==> src/rtl/crc16_stream_pkg.sv <==
`timescale 1ns/1ps
package crc16_stream_pkg;
  localparam int          DATA_W   = 8;
  localparam int          CRC_W    = 16;
  localparam logic [15:0] GEN_POLY = 16'h8005;
  localparam logic [15:0] INIT_VAL = 16'hFFFF;
  localparam logic [15:0] FINAL_XOR = 16'hFFFF;
endpackage

==> src/rtl/crc_fold_bytes.sv <==
`timescale 1ns/1ps
// Folds DATA_W input bits, LSB first, into a non-reflected remainder:
// an unrolled chain of single-bit shift/XOR stages.
module crc_fold_bytes #(
  parameter int                CRC_W  = 16,
  parameter int                DATA_W = 8,
  parameter logic [CRC_W-1:0]  POLY   = 16'h8005
) (
  input  logic [CRC_W-1:0]  rem_i,
  input  logic [DATA_W-1:0] data_i,
  output logic [CRC_W-1:0]  rem_o
);
  logic [CRC_W-1:0] stage [DATA_W+1];

  assign stage[0] = rem_i;

  for (genvar g = 0; g < DATA_W; g++) begin : g_bit
    logic fb;
    assign fb           = stage[g][CRC_W-1] ^ data_i[g];
    assign stage[g+1]   = {stage[g][CRC_W-2:0], 1'b0} ^ ({CRC_W{fb}} & POLY);
  end

  assign rem_o = stage[DATA_W];
endmodule

==> src/rtl/crc_seed_select.sv <==
`timescale 1ns/1ps
// Chooses the fold input: the seed on a frame's first byte, else the stored remainder.
module crc_seed_select #(
  parameter int               CRC_W = 16,
  parameter logic [CRC_W-1:0] SEED  = 16'hFFFF
) (
  input  logic             restart_i,
  input  logic [CRC_W-1:0] stored_i,
  output logic [CRC_W-1:0] base_o
);
  always_comb begin
    base_o = restart_i ? SEED : stored_i;
  end
endmodule

==> src/rtl/crc_present.sv <==
`timescale 1ns/1ps
// Output-side transform only: bit reversal followed by the final XOR.
module crc_present #(
  parameter int               CRC_W = 16,
  parameter logic [CRC_W-1:0] XOUT  = 16'hFFFF
) (
  input  logic [CRC_W-1:0] rem_i,
  output logic [CRC_W-1:0] crc_o
);
  logic [CRC_W-1:0] flipped;

  for (genvar i = 0; i < CRC_W; i++) begin : g_rev
    assign flipped[i] = rem_i[CRC_W-1-i];
  end

  assign crc_o = flipped ^ XOUT;
endmodule

==> src/rtl/crc16_stream_acc.sv <==
`timescale 1ns/1ps
module crc16_stream_acc #(
  parameter int                                 CRC_W  = crc16_stream_pkg::CRC_W,
  parameter int                                 DATA_W = crc16_stream_pkg::DATA_W,
  parameter logic [crc16_stream_pkg::CRC_W-1:0] POLY   = crc16_stream_pkg::GEN_POLY,
  parameter logic [crc16_stream_pkg::CRC_W-1:0] SEED   = crc16_stream_pkg::INIT_VAL,
  parameter logic [crc16_stream_pkg::CRC_W-1:0] XOUT   = crc16_stream_pkg::FINAL_XOR
) (
  input  logic              clk,
  input  logic              rst,
  input  logic              in_valid,
  input  logic              in_sof,
  input  logic              in_eof,
  input  logic [DATA_W-1:0] in_byte,
  output logic [CRC_W-1:0]  crc_out,
  output logic              crc_valid
);
  localparam logic [CRC_W-1:0] OUT_RST = '0;

  logic [CRC_W-1:0] run_q;
  logic [CRC_W-1:0] fold_base;
  logic [CRC_W-1:0] fold_next;
  logic [CRC_W-1:0] shown_next;
  logic [CRC_W-1:0] res_q;
  logic             res_vld_q;
  logic             take_last;

  crc_seed_select #(.CRC_W(CRC_W), .SEED(SEED)) u_sel (
    .restart_i (in_sof),
    .stored_i  (run_q),
    .base_o    (fold_base)
  );

  crc_fold_bytes #(.CRC_W(CRC_W), .DATA_W(DATA_W), .POLY(POLY)) u_fold (
    .rem_i  (fold_base),
    .data_i (in_byte),
    .rem_o  (fold_next)
  );

  crc_present #(.CRC_W(CRC_W), .XOUT(XOUT)) u_pres (
    .rem_i (fold_next),
    .crc_o (shown_next)
  );

  assign take_last = in_valid & in_eof;

  always_ff @(posedge clk) begin
    if (rst) begin
      run_q     <= SEED;
      res_q     <= OUT_RST;
      res_vld_q <= 1'b0;
    end else begin
      res_vld_q <= take_last;
      if (in_valid) begin
        run_q <= fold_next;
      end
      if (take_last) begin
        res_q <= shown_next;
      end
    end
  end

  assign crc_out   = res_q;
  assign crc_valid = res_vld_q;
endmodule

==> config.mk <==
export PLATFORM = sky130hd
export DESIGN_NAME = crc16_stream_acc
export DESIGN_NICKNAME = d
export VERILOG_FILES = /design/src/rtl/crc16_stream_pkg.sv /design/src/rtl/crc_fold_bytes.sv /design/src/rtl/crc_seed_select.sv /design/src/rtl/crc_present.sv /design/src/rtl/crc16_stream_acc.sv
export SDC_FILE = /design/constraint.sdc
export NUM_CORES = 1
export LEC_CHECK = 0
export BUFFER_PORTS_ARGS = -buffer_cell sky130_fd_sc_hd__buf_4
export CAP_MARGIN = 20
export CORE_MARGIN = 3
export CORE_UTILIZATION = 40
export CTS_CLUSTER_SIZE = 14
export DETAILED_ROUTE_END_ITERATION = 10
export PLACE_DENSITY = 0.74
export SYNTH_ARGS = -nofsm -noshare
export SYNTH_HDL_FRONTEND = slang
export SYNTH_SLANG_ARGS = --single-unit
==> constraint.sdc <==
create_clock -name clk -period 1.8 [get_ports clk]
set_input_delay 0.36 -clock clk [delete_from_list [all_inputs] [get_ports clk]]
set_output_delay 0.36 -clock clk [all_outputs]
set_load 0.03 [all_outputs]
==> flow_summary_export.csv <==
group,metric,value,unit
layout,final_cell_mix,"buf_4 (55), nor2_1 (43), dfxtp_1 (28)",
timing,hold_violations,0,
run_status,violations,"negative setup slack",
timing,tightestPinTransition,656.7,ps
setup_path,worstSetupPathType,"reg -> reg",
clock_network,cts.sinks,33,
drt,vias,1469,
placed_design,pre_cts_slack,-215.1,ps
die,row_count,22,
setup_path,cp_max_fo,4,
synthesis,synth-seq-area-share,0.4087,
synthesis,synth_area,1617,um2
global_routing,use_met3,0.05942,
clock_network,clk_latency,280,ps
synthesis,ys_ff_latch,33,
drt,ant_nets,0,
clock_network,cts_hold_buf,0,
placed_design,place_congestion,0.8717,
synthesis,ys_types,31,
global_routing,grt_use_met2,0.2436,
setup_path,crit_required,1950,ps
global_routing,busiest_layer,"met2",
power_and_ir_drop,power_density,902.1,nW/um2
timing,setup-violations-final,4,
die,core_area,3771,um2
layout,final_cells,290,
global_routing,grt_use_total,0.1559,
layout,antenna_cells,0,
timing,rsz0062_at_grt,"yes",
synthesis,synth_cells,191,
placed_design,io_buffers,29,
drt,vias_per_cell,5.066,
clock_network,cts_tree,"built",
drt,drcViolationCount,0,
setup_path,startpoint_type,"register",
die,die_x,69.57,um
global_routing,grt_max_degree,38,
power_and_ir_drop,p_leak,0.9058,nW
drt,routed_wirelength,3695,um
timing,clock_skew,7.875,ps
clock_network,cts_root_buf,"clkbuf_8",
clock_network,clk_pin_slew,60,ps
drt,drtIter0Drc,84,
global_routing,grt_overflow_total,0,
setup_path,worstSetupEndpointType,"register",
die,ioPinCount,30,
timing,min_period_over_period,1.056,
die,die_area,4840,um2
timing,finalCriticalPeriod,1901,ps
layout,final_common_cell,"buf_4",
placed_design,placed_cells,280,
timing,fmax,525.9,MHz
clock_network,cts_inserted_buffers,5,
synthesis,avgSynthCellArea,8.464,um2
layout,drive_gt1_frac,0.3099,
placed_design,dpl.hpwl,2634,um
clock_network,htreeDepth,2,
synthesis,yosysWarnings,0,
worst_hold_path,hold_class,"in -> reg",
global_routing,grt_pass1_vias,1354,
run_status,status,"finished with violations",
power_and_ir_drop,vdd_drop_max,0.0005290,V
die,die_y,69.57,um
drt,first_pass_iters,4,
clock_network,clockBufferDepth,2,
drt,wl_per_cell,12.74,um
timing,drv_slew,0,
layout,area_growth,32.59,%
timing,setup_slack,-101.4,ps
die,initial_core_util,0.4287,
layout,nets,254,
run,cap_violations,0,
global_routing,met1_usage,0.2048,
timing,tns,-240.8,ps
setup_path,cp.arrival,2050,ps
global_routing,grt_first_pass_wirelength,6078,um
global_routing,antenna_found_initial,0,
synthesis,syn_nets,204,
timing,relSlewSlack,0.5617,
==> per-layer routing <==
layer	vias to the layer above	share of wire
met2	39	0.47
met4	0	0.0038
met1	666	0.46
met5	-	0
met3	4	0.063
li1	760	-
==> Yosys cell counts <==
cell / instances / area share
a211o_1: 10 / 0.054
a211o_2: 1 / 0.0062
a211oi_1: 6 / 0.028
a21oi_1: 12 / 0.037
a22oi_1: 1 / 0.0046
a311o_2: 1 / 0.0070
a311oi_1: 1 / 0.0054
and2_1: 2 / 0.0077
and3_1: 2 / 0.0077
and4_4: 1 / 0.0070
buf_1: 2 / 0.0046
clkbuf_1: 10 / 0.023
dfxtp_1: 33 / 0.41
inv_1: 2 / 0.0046
nand2_1: 6 / 0.014
nand3_1: 1 / 0.0031
nand3b_1: 1 / 0.0046
nor2_1: 43 / 0.10
nor2b_1: 1 / 0.0039
nor3_1: 12 / 0.037
nor4_1: 2 / 0.0077
o211ai_1: 2 / 0.0093
o21ai_0: 6 / 0.019
o21bai_1: 4 / 0.019
o311ai_2: 1 / 0.010
or2_1: 1 / 0.0039
or2_2: 1 / 0.0039
or3_4: 1 / 0.0070
xnor2_1: 17 / 0.092
xnor3_1: 2 / 0.028
xor2_1: 6 / 0.033
==> report_power, final <==
part | switching [mW] | leakage [nW] | internal (mW)
logic | 0.293 | 0.591 | 0.277
registers | 0.0442 | 0.270 | 0.795
clock network | 0.257 | 0.0450 | 0.267
==> worst max-delay path: stages, from the launching register on <==
cell,delay [ps]
dfxtp_2,330
xnor2_1,130
or3_4,370
a211o_1,290
and4_4,200
buf_4,130
nor3_1,260
a211oi_2,60
==> registers in the layout, indices dropped and copies added, names as in the netlist <==
signal     flops
crc_out       16
crc_valid      1
run_q         16
==> logic make-up after synthesis <==
| logic type | synth area share |
|---|---|
| flip-flops | 0.4087 |
| buffers and inverters | 0.03251 |
| AO/OA/AOI/OAI | 0.1989 |
| XOR/XNOR | 0.1525 |
| AND/OR/NAND/NOR | 0.2074 |
==> final timing paths <==
| kind | depth (start not counted) | startpoint | slack, ps | endpoint |
|---|---|---|---|---|
| setup / recovery | 7 | run_q[8] | -100 | run_q[15] |
| hold / removal | 2 | in_valid | 430 | run_q[2] |
| setup reg to reg | 7 | run_q[8] | -100 | run_q[15] |
| hold reg to reg | 2 | crc_out[14] | 460 | crc_out[14] |
==> metrics by stage <==
stage / hold WS (ps) / instance area (um2) / power [mW] / util
6_report: 432.9 / 2143 / 1.934 / 0.5683
5_1_grt: 433.1 / 2143 / 2.039 / 0.5683
4_1_cts: 427.3 / 2135 / 1.941 / 0.5660
3_5_place_dp: 449.8 / 2031 / 1.397 / 0.5385
3_3_place_gp: 448.4 / 2031 / 1.387 / 0.5385
2_1_floorplan: 436.6 / 1618 / 1.206 / -
==> layout make-up <==
type | count | area [um2]
Timing Repair Buffer | 55 | 412.9
Sequential cell | 33 | 666.9
Clock inverter | 2 | 10.01
Multi-Input combinational cell | 144 | 913.4
Clock buffer | 6 | 72.57
Inverter | 2 | 7.507
Tap cell | 48 | 60.06
Fill cell | 344 | 1628
==> timing repair <==
action	CTS	global route
gates resized for setup	2	5
pin swaps	4	5
hold endpoints to repair	0	0
buffers inserted	2	0
setup endpoints to repair	4	4
cloned	0	0
(Power assumes the default switching activity.)
